<file path="config.mk">
export PLATFORM = sky130hd
export DESIGN_NAME = wprot_sequencer
export DESIGN_NICKNAME = d
export VERILOG_FILES = /design/src/rtl/wprot_pkg.sv /design/src/rtl/wprot_key_match.sv /design/src/rtl/wprot_seq_fsm.sv /design/src/rtl/wprot_prot_state.sv /design/src/rtl/wprot_sequencer.sv
export SDC_FILE = /design/constraint.sdc
export NUM_CORES = 1
export LEC_CHECK = 0
export BUFFER_PORTS_ARGS = -buffer_cell sky130_fd_sc_hd__buf_2
export CORE_MARGIN = 2
export CORE_UTILIZATION = 30
export CTS_CLUSTER_SIZE = 30
export DETAILED_ROUTE_END_ITERATION = 6
export GPL_TIMING_DRIVEN = 1
export HOLD_SLACK_MARGIN = 0.1
export PLACE_DENSITY_LB_ADDON = 0.05
export SYNTH_ARGS = -nofsm -noshare
export SYNTH_HDL_FRONTEND = slang
export SYNTH_HIERARCHICAL = 1
export SYNTH_SLANG_ARGS = --single-unit
</file>
<file path="constraint.sdc">
create_clock -name clk -period 3.01 [get_ports clk]
set_clock_uncertainty 0.2 [all_clocks]
set_input_delay 0.903 -clock clk [delete_from_list [all_inputs] [get_ports clk]]
set_output_delay 0.903 -clock clk [all_outputs]
set_load 0.02 [all_outputs]
</file>
<file path="src/rtl/wprot_pkg.sv">
package wprot_pkg;
    localparam int DIS_TAIL = 4;

    typedef enum logic [2:0] {
        ST_IDLE  = 3'd0,
        ST_KEY1  = 3'd1,
        ST_KEY2  = 3'd2,
        ST_DIS3  = 3'd3,
        ST_DIS4  = 3'd4,
        ST_DIS5  = 3'd5,
        ST_OPEN  = 3'd6,
        ST_BLOCK = 3'd7
    } seq_state_e;
endpackage

</file>
<file path="src/rtl/wprot_key_match.sv">
module wprot_key_match
    import wprot_pkg::*;
#(
    parameter int ADDR_W = 15,
    parameter int DATA_W = 8,
    parameter logic [ADDR_W-1:0] K1_ADDR = 15'h5555,
    parameter logic [DATA_W-1:0] K1_DATA = 8'hAA,
    parameter logic [ADDR_W-1:0] K2_ADDR = 15'h2AAA,
    parameter logic [DATA_W-1:0] K2_DATA = 8'h55,
    parameter logic [ADDR_W-1:0] EN_ADDR = 15'h5555,
    parameter logic [DATA_W-1:0] EN_DATA = 8'hA0,
    parameter logic [DIS_TAIL-1:0][ADDR_W-1:0] DIS_ADDR = {15'h5555, 15'h2AAA, 15'h5555, 15'h5555},
    parameter logic [DIS_TAIL-1:0][DATA_W-1:0] DIS_DATA = {8'h20, 8'h55, 8'hAA, 8'h80}
) (
    input  logic [ADDR_W-1:0]   addr,
    input  logic [DATA_W-1:0]   data,
    output logic                hit_k1,
    output logic                hit_k2,
    output logic                hit_en,
    output logic [DIS_TAIL-1:0] hit_dis
);
    assign hit_k1 = (addr == K1_ADDR) && (data == K1_DATA);
    assign hit_k2 = (addr == K2_ADDR) && (data == K2_DATA);
    assign hit_en = (addr == EN_ADDR) && (data == EN_DATA);

    for (genvar i = 0; i < DIS_TAIL; i++) begin : g_dis
        assign hit_dis[i] = (addr == DIS_ADDR[i]) && (data == DIS_DATA[i]);
    end
endmodule

</file>
<file path="src/rtl/wprot_seq_fsm.sv">
module wprot_seq_fsm
    import wprot_pkg::*;
#(
    parameter int ADDR_W = 15,
    parameter int DATA_W = 8
) (
    input  logic                clk,
    input  logic                rst_n,
    input  logic                wr_req,
    input  logic [ADDR_W-1:0]   wr_addr,
    input  logic [DATA_W-1:0]   wr_data,
    input  logic                load_timeout,
    input  logic                prot_on,
    input  logic                hit_k1,
    input  logic                hit_k2,
    input  logic                hit_en,
    input  logic [DIS_TAIL-1:0] hit_dis,
    output logic                fwd_valid,
    output logic [ADDR_W-1:0]   fwd_addr,
    output logic [DATA_W-1:0]   fwd_data,
    output logic                dummy_req,
    output logic                en_key,
    output logic                dis_key
);
    seq_state_e state, state_nxt, base;
    logic had_data, had_data_nxt;
    logic do_fwd, do_dummy, do_en, do_dis, restart;

    always_comb begin
        base         = load_timeout ? ST_IDLE : state;
        state_nxt    = base;
        had_data_nxt = had_data;
        do_fwd       = 1'b0;
        do_dummy     = load_timeout && (state == ST_OPEN) && !had_data;
        do_en        = 1'b0;
        do_dis       = 1'b0;
        restart      = 1'b0;
        if (wr_req) begin
            unique case (base)
                ST_IDLE:  restart = 1'b1;
                ST_KEY1:  if (hit_k2) state_nxt = ST_KEY2; else restart = 1'b1;
                ST_KEY2: begin
                    if (hit_en) begin
                        state_nxt    = ST_OPEN;
                        had_data_nxt = 1'b0;
                        do_en        = 1'b1;
                    end else if (hit_dis[0]) begin
                        state_nxt = ST_DIS3;
                    end else begin
                        restart = 1'b1;
                    end
                end
                ST_DIS3:  if (hit_dis[1]) state_nxt = ST_DIS4; else restart = 1'b1;
                ST_DIS4:  if (hit_dis[2]) state_nxt = ST_DIS5; else restart = 1'b1;
                ST_DIS5: begin
                    if (hit_dis[3]) begin
                        state_nxt    = ST_OPEN;
                        had_data_nxt = 1'b0;
                        do_dis       = 1'b1;
                    end else begin
                        restart = 1'b1;
                    end
                end
                ST_OPEN: begin
                    do_fwd       = 1'b1;
                    had_data_nxt = 1'b1;
                end
                ST_BLOCK: state_nxt = ST_BLOCK;
            endcase
            if (restart) begin
                if (hit_k1) begin
                    state_nxt = ST_KEY1;
                end else if (prot_on) begin
                    state_nxt = ST_BLOCK;
                    do_dummy  = 1'b1;
                end else begin
                    state_nxt = ST_IDLE;
                    do_fwd    = 1'b1;
                end
            end
        end
    end

    // State register
    always_ff @(posedge clk or negedge rst_n) begin
        if (!rst_n) begin
            state    <= ST_IDLE;
            had_data <= 1'b0;
        end else begin
            state    <= state_nxt;
            had_data <= had_data_nxt;
        end
    end

    // Registered outputs
    always_ff @(posedge clk or negedge rst_n) begin
        if (!rst_n) begin
            fwd_valid <= 1'b0;
            fwd_addr  <= '0;
            fwd_data  <= '0;
            dummy_req <= 1'b0;
            en_key    <= 1'b0;
            dis_key   <= 1'b0;
        end else begin
            fwd_valid <= do_fwd;
            dummy_req <= do_dummy;
            en_key    <= do_en;
            dis_key   <= do_dis;
            if (do_fwd) begin
                fwd_addr <= wr_addr;
                fwd_data <= wr_data;
            end
        end
    end

    // a load being discarded never reaches the page buffer
    p_block_drop_r5: assert property (@(posedge clk) disable iff (!rst_n)
        (state == ST_BLOCK && wr_req && !load_timeout) |=> !fwd_valid);

    // the first key write is swallowed
    p_key_swallow_r3: assert property (@(posedge clk) disable iff (!rst_n)
        (state == ST_IDLE && wr_req && !load_timeout && hit_k1) |=> (!fwd_valid && !dummy_req));

    // an open window forwards the write unchanged
    p_open_fwd_r4: assert property (@(posedge clk) disable iff (!rst_n)
        (state == ST_OPEN && wr_req && !load_timeout)
        |=> (fwd_valid && fwd_addr == $past(wr_addr) && fwd_data == $past(wr_data)));

    // no dummy cycle while unprotected and idle
    p_unprot_no_dummy_r2: assert property (@(posedge clk) disable iff (!rst_n)
        (state == ST_IDLE && !prot_on && wr_req && !load_timeout) |=> !dummy_req);
endmodule

</file>
<file path="src/rtl/wprot_prot_state.sv">
module wprot_prot_state #(
    parameter logic PROT_AT_POR = 1'b0
) (
    input  logic clk,
    input  logic por_n,
    input  logic rst_n,
    input  logic en_key,
    input  logic dis_key,
    input  logic cycle_done,
    output logic prot_on
);
    logic en_pend, dis_pend;

    // Pending request, cleared by soft reset
    always_ff @(posedge clk or negedge rst_n) begin
        if (!rst_n) begin
            en_pend  <= 1'b0;
            dis_pend <= 1'b0;
        end else if (en_key) begin
            en_pend  <= 1'b1;
            dis_pend <= 1'b0;
        end else if (dis_key) begin
            en_pend  <= 1'b0;
            dis_pend <= 1'b1;
        end else if (cycle_done) begin
            en_pend  <= 1'b0;
            dis_pend <= 1'b0;
        end
    end

    // Protection flag, cleared only by power-on reset
    always_ff @(posedge clk or negedge por_n) begin
        if (!por_n) begin
            prot_on <= PROT_AT_POR;
        end else if (cycle_done) begin
            if (en_pend)       prot_on <= 1'b1;
            else if (dis_pend) prot_on <= 1'b0;
        end
    end

    // the flag moves only at the end of a programming cycle
    p_prot_hold_r10: assert property (@(posedge clk) disable iff (!por_n)
        !cycle_done |=> $stable(prot_on));

    // an enable key alone never turns protection off
    p_en_no_clear_r3: assert property (@(posedge clk) disable iff (!por_n)
        (en_key && prot_on) |=> prot_on);
endmodule

</file>
<file path="src/rtl/wprot_sequencer.sv">
module wprot_sequencer
    import wprot_pkg::*;
#(
    parameter int   ADDR_W      = 15,
    parameter int   DATA_W      = 8,
    parameter logic PROT_AT_POR = 1'b0,
    parameter logic [DIS_TAIL-1:0][ADDR_W-1:0] DIS_ADDR = {15'h5555, 15'h2AAA, 15'h5555, 15'h5555},
    parameter logic [DIS_TAIL-1:0][DATA_W-1:0] DIS_DATA = {8'h20, 8'h55, 8'hAA, 8'h80}
) (
    input  logic              clk,
    input  logic              por_n,
    input  logic              rst_n,
    input  logic              wr_req,
    input  logic [ADDR_W-1:0] wr_addr,
    input  logic [DATA_W-1:0] wr_data,
    input  logic              load_timeout,
    input  logic              cycle_done,
    output logic              fwd_valid,
    output logic [ADDR_W-1:0] fwd_addr,
    output logic [DATA_W-1:0] fwd_data,
    output logic              dummy_req,
    output logic              prot_on
);
    logic                sys_rst_n;
    logic                hit_k1, hit_k2, hit_en;
    logic [DIS_TAIL-1:0] hit_dis;
    logic                en_key, dis_key;

    assign sys_rst_n = rst_n & por_n;

    wprot_key_match #(
        .ADDR_W(ADDR_W), .DATA_W(DATA_W),
        .DIS_ADDR(DIS_ADDR), .DIS_DATA(DIS_DATA)
    ) u_match (
        .addr(wr_addr), .data(wr_data),
        .hit_k1(hit_k1), .hit_k2(hit_k2), .hit_en(hit_en), .hit_dis(hit_dis)
    );

    wprot_seq_fsm #(.ADDR_W(ADDR_W), .DATA_W(DATA_W)) u_fsm (
        .clk(clk), .rst_n(sys_rst_n),
        .wr_req(wr_req), .wr_addr(wr_addr), .wr_data(wr_data),
        .load_timeout(load_timeout), .prot_on(prot_on),
        .hit_k1(hit_k1), .hit_k2(hit_k2), .hit_en(hit_en), .hit_dis(hit_dis),
        .fwd_valid(fwd_valid), .fwd_addr(fwd_addr), .fwd_data(fwd_data),
        .dummy_req(dummy_req), .en_key(en_key), .dis_key(dis_key)
    );

    wprot_prot_state #(.PROT_AT_POR(PROT_AT_POR)) u_prot (
        .clk(clk), .por_n(por_n), .rst_n(sys_rst_n),
        .en_key(en_key), .dis_key(dis_key), .cycle_done(cycle_done),
        .prot_on(prot_on)
    );
endmodule

</file>
# [Yosys cells after proc, flatten, opt, wreduce, memory -nomap -nowiden]
# Index checks and enable logic that the tools add are counted.
[word_totals] regBits=34
[classes] bitwise_logic=1 n_reduce_logical=15 mux=44 n_eq_ne=17
[op_table] op="3-bit two-way mux" n=11
[op_table] op="1-bit two-way mux" n=30
[op_table] op="8-bit == test, second input constant" n=3
[op_table] op="3-bit case mux with 6 select lines" n=1
[op_table] op="15-bit by 14-bit == test with 1-bit output, second input constant" n=1
[op_table] op="15-bit == test, second input constant" n=1
[op_table] op="3-bit == test, second input constant" n=5
[op_table] op="8-bit by 6-bit == test with 1-bit output, second input constant" n=1
[op_table] op="8-bit by 7-bit == test with 1-bit output, second input constant" n=1
[op_table] op="1-bit logical AND" n=7
[op_table] op="3-bit by 2-bit == test with 1-bit output, second input constant" n=2
[op_table] op="3-bit nonzero test" n=2
[op_table] op="1-bit case mux with 5 select lines" n=1
[op_table] op="2-bit != test, second input constant" n=2
[op_table] op="4-bit AND reduction" n=1
[op_table] op="3-bit by 1-bit == test with 1-bit output, second input constant" n=1
[op_table] op="3-bit logical NOT" n=1
[op_table] op="1-bit case mux with 3 select lines" n=1
[op_table] op="2-bit AND reduction" n=1
[op_table] op="2-bit nonzero test" n=1
[op_table] op="2-bit OR reduction" n=1
[op_table] op="1-bit AND" n=1
[op_table] op="1-bit logical NOT" n=1

# [Depth between registers and ports, before layout]
[depth] ltp_word=8 depth_mapped=12 ltp_nobuf=8

# [Modules after synthesis]
# The synthesis kept the hierarchy.
[by_module_without_submodules] module="wprot_seq_fsm" cells_per_inst=114 instances=1 area_per_inst_um2=1492.7
[by_module_without_submodules] module="wprot_key_match" cells_per_inst=27 instances=1 area_per_inst_um2=229.0
[by_module_without_submodules] module="wprot_prot_state" cells_per_inst=10 instances=1 area_per_inst_um2=117.6
[by_module_without_submodules] module="wprot_sequencer" cells_per_inst=1 instances=1 area_per_inst_um2=6.3

# [Worst setup path after synthesis]
# Ideal clock, no wire load.
[synth_path] path_type="input port to flip-flop" startpoint="input wr_addr[9]" endpoint="register u_fsm.fwd_addr[10]" stages=11 required_time_ps=2685 n_path_buf=3 arrival_time_ps=3144 slack_ps=-459 cell_sequence="and4bb_1 -> nand4_2 -> nor2_1 -> nor3_1 -> a2111o_1 -> or2_1 -> buf_2 -> a22o_1 -> buf_6 -> buf_6 -> mux2_4"
[synth_between] elab_cells_between_ends=17
[synth_lines] item="from (decl)" line_no="wprot_sequencer.sv:14" rtl="input logic [ADDR_W-1:0] wr_addr,"
[synth_lines] item="15-bit == test" line_no="wprot_key_match.sv:24" rtl="assign hit_en = (addr == EN_ADDR) && (data == EN_DATA);"
[synth_lines] item="1-bit logical AND" line_no="wprot_key_match.sv:24"
[synth_lines] item="via hit_en" line_no="wprot_sequencer.sv:25" rtl="logic hit_k1, hit_k2, hit_en;"
[synth_lines] item="1-bit two-way mux" line_no="wprot_seq_fsm.sv:43" rtl="if (hit_en) begin"
[synth_lines] item="1-bit case mux with 5 select lines" line_no="wprot_seq_fsm.sv:39" rtl="unique case (base)"
[synth_lines] item="1-bit two-way mux" line_no="wprot_seq_fsm.sv:38" rtl="if (wr_req) begin"
[synth_lines] item="1-bit two-way mux" line_no="wprot_seq_fsm.sv:70" rtl="if (restart) begin"
[synth_lines] item="1-bit two-way mux" line_no="wprot_seq_fsm.sv:38"
[synth_lines] item="to (signal assigned)" line_no="wprot_seq_fsm.sv:110" rtl="fwd_addr <= wr_addr;"
[synth_lines] item="to (decl)" line_no="wprot_seq_fsm.sv:19" rtl="output logic [ADDR_W-1:0] fwd_addr,"
# The timed path passes the listed nets, and every way through them passes these cells. The select of a mux whose other input is x is not followed.
# A chain may end at the register's enable or synchronous reset.

# [Worst setup path after layout]
[layout_path] startpoint="input wr_addr[8]" endpoint="register u_fsm.fwd_addr[9]"
[layout_between] elab_cells_between_ends=17
[layout_lines] item="15-bit by 14-bit == test with 1-bit output" line_no="wprot_key_match.sv:23" rtl="assign hit_k2 = (addr == K2_ADDR) && (data == K2_DATA);"
[layout_lines] item="1-bit logical AND" line_no="wprot_key_match.sv:23"
[layout_lines] item="via hit_k2" line_no="wprot_sequencer.sv:25"
[layout_lines] item="1-bit two-way mux" line_no="wprot_seq_fsm.sv:41" rtl="ST_KEY1: if (hit_k2) state_nxt = ST_KEY2; else restart = 1'b1;"
[layout_lines] item="1-bit case mux with 5 select lines" line_no="wprot_seq_fsm.sv:39"
[layout_lines] item="1-bit two-way mux" line_no="wprot_seq_fsm.sv:38"
[layout_lines] item="1-bit two-way mux" line_no="wprot_seq_fsm.sv:70"
[layout_lines] item="1-bit two-way mux" line_no="wprot_seq_fsm.sv:38"
# The timed path passes the listed nets, and every way through them passes these cells. The select of a mux whose other input is x is not followed.

==> impl_metrics.tcl <==
set metrics [dict create \
    p_int_uw 823 \
    grt_setup_unrepaired "true" \
    insertedDiodeCount 0 \
    swShare_pct 28.3 \
    status "finished, violations left" \
    cp-end-kind "flop" \
    antenna_found_initial 0 \
    totalNegativeSetupSlack_ns -4.02 \
    p_leak_uw 0.00128 \
    yosys.area.top_type_share_pct 46.1 \
    finalHoldViolations 0 \
    slowest_delay_ns 0.37 \
    grt_max_degree 34 \
    worst-path-max-fanout 6 \
    globalplace.congestion 0.776 \
    grt_usage_pct 14.6 \
    rows 28 \
    finalSetupViolations 23 \
    via_count 1528 \
    crit_chain "buf_6 > nor4bb_4 > nand4_1 > nor2_2 > a211oi_2 > a2111o_1 > or2_1 > a22o_4 > clkbuf_16 > mux2_4" \
    cts_tree "built" \
    fill_cells 562 \
    design_area_um2 2720 \
    antenna_left 0 \
    cp-start-kind "input port" \
    crit_arrival_ns 3.18 \
    seqPwrFrac_pct 45.5 \
    nets 270 \
    grt_pass1_vias 1513 \
    grt_pass1_wl_um 7330 \
    viasPerCell 4.82 \
    crit_slowest_cell "a2111o_1" \
    cts_max_level 2 \
    clockPowerShare_pct 30.6 \
    routed_wl_um 4820 \
    synth_common_cells "dfrtp_1, mux2_4, nor2_1" \
    slew_viol_final 0 \
    avgSynthCellArea_um2 12.1 \
    p_comb_share_pct 23.8 \
    worstMarginPinSlew_ns 0.489 \
    grt_use_met3_pct 4.24 \
    coreArea_um2 5920 \
    post-place-ws_ns -0.524 \
    fmax_ghz 0.312 \
    peakVddDrop_uv 243 \
    synth-main-ff-cell "dfrtp_1" \
    drc 0 \
    die-area_um2 6790 \
    r2r_start "u_fsm/state[1]" \
    r2r_end "u_fsm/fwd_addr[9]" \
    synth_edf_count 0 \
    synth-warning-count 6 \
    hold_slack_ns 0.181 \
    dr.pass1.iters 4 \
    boundaryPins 55 \
    clock_path_buffers 2 \
    dieWidth_um 82.4 \
    dp.cells 300 \
    timing.final.ws_setup_ns -0.200 \
    cellPowerDensity_nw_per_um2 422 \
    dp_hpwl_um 3280 \
    min_period_ns 3.21 \
    synth.ff_latch_count 34 \
    use_met1_pct 18.7 \
    wl_per_cell_um 15.2 \
    cts_root_buf "clkbuf_8" \
    grt_util_met2_pct 23.1 \
    ys_types 44 \
    clkTransAtPathRegs_ns 0.07 \
    numPortBuffers 54 \
    final_cells 317 \
    ys_top_cells_by_area "dfrtp_1, mux2_4, mux2_2, nor2_1, nand2b_1" \
    drtIter0Drc 36 \
    cts_inserted_buffers 5 \
    cts_hold_buf 0 \
    async_flop_share_pct 100 \
    r2r_slack_ns 0.45 \
    slew_headroom_pct 67.4 \
    cts_sinks 34 \
    drive_gt1_share_pct 59.1 \
    initial_core_util_pct 31.2 \
    drv_cap 0 \
    failed_checks "negative setup slack" \
    dpl-instance-area_um2 2370 \
    yosys.area.top_type "dfrtp_1" \
    die_y_um 82.4 \
    p_switching_uw 325 \
    min_period_over_period_pct 107 \
    hp-class "input port to async pin" \
    clock_latency_ns 0.29 \
    yosysMostFrequentCell "dfrtp_1" \
    busiest_layer "met2" \
    reg2regPathDepth 6 \
    gr-total-overflow 0 \
    cp.required_ns 2.98 \
    area_delta_synth_final_pct 47.3 \
    syn_inst 152 \
    yosysSeqAreaShare_pct 46.1 \
    critPathKind "input port to flop" \
    synth_area_um2 1850 \
    synth_nets 181 \
]
-- per-layer routing --
metal / wire length, um / vias to the layer above
met3: 295 / 8
met4: 67 / 0
li1: - / 734
met1: 2240 / 744
met2: 2220 / 42
met5: 0 / -
-- worst max path at each step --
stage,start,end,slack [ns],cells after the start
3_3_place_gp,wr_addr[6],u_fsm/fwd_addr[6],-0.50,10
4_1_cts,wr_addr[6],u_fsm/fwd_addr[6],-0.13,10
2_1_floorplan,wr_data[6],u_fsm/fwd_addr[10],-0.40,11
6_report,wr_addr[8],u_fsm/fwd_addr[9],-0.20,10
3_5_place_dp,wr_addr[6],u_fsm/fwd_addr[3],-0.52,10
5_1_grt,wr_addr[8],u_fsm/fwd_data[1],-0.27,10
-- cells by family (layout without fill, tap and decap cells) --
group / after synthesis / after routing / share of synthesized area [%]
buffers and inverters: 13 / 103 / 4.54
AOI/OAI and AO/OA: 19 / 19 / 7.93
DFF: 34 / 34 / 46.1
and+or+nand+nor: 59 / 59 / 21.3
muxes: 27 / 27 / 20.1
-- state kept, by name (all words and copies together), names as in the netlist --
signal / flops
u_fsm/dummy_req: 1
u_prot/dis_pend: 1
u_fsm/dis_key: 1
u_fsm/fwd_data: 8
u_fsm/fwd_addr: 15
u_fsm/fwd_valid: 1
u_fsm/state: 3
u_prot/en_pend: 1
u_prot/prot_on: 1
u_fsm/had_data: 1
u_fsm/en_key: 1
-- power by group through the flow --
stage | clock network [uW] | logic [uW] | registers (uW)
floorplan | 0 | 107 | 568
global placement | 0 | 243 | 529
detailed placement | 0 | 246 | 530
CTS | 368 | 249 | 522
global route | 391 | 294 | 528
finish | 352 | 274 | 523
-- cell usage in the layout, fill, tap and decap left out, drive strengths merged, types with 2 or more instances in the layout --
cell    count
a22o        3
nand2b      7
nor3        5
mux2i       3
nor4bb      2
nand2      10
a21oi       4
nor3b       2
nand3       3
nor2       12
nor2b       2
nand4       4
inv         3
dfrtp      34
and4bb      4
nand4b      2
o31ai       2
buf        90
clkbuf      9
mux2       24
-- worst max-delay path, delay by kind of cell --
family	cells	cell delay (ns)
simple gates	4	0.92
compound gates	3	0.77
mux	1	0.29
buf+inv	2	0.28
-- repair_timing --
action | 4_1_cts | 5_1_grt
endpoints found under the setup margin | 24 | 24
gates resized for setup | 4 | 29
pin swaps | 4 | 17
endpoints found under the hold margin | 0 | 0
cloned | 0 | 3
buffers inserted | 2 | 4
-- area by class of cell --
class,count,area (um2),share of cell area [%]
clock buffers,7,86.3,3.18
repair buffers,92,671,24.7
inverters,3,11.3,0.414
clock inverters,1,5.00,0.184
well taps,75,93.8,3.45
multi-input cells,105,1000,36.8
flip-flops and latches,34,851,31.3
-- metrics by stage --
step                      power [uW]  util [%]
after floorplan                  675         -
after global placement           773      40.1
after detailed placement         776      40.1
after CTS                       1140      42.2
after global routing            1210      45.9
final                           1150      45.9
Power figures use the tool's default switching activity.
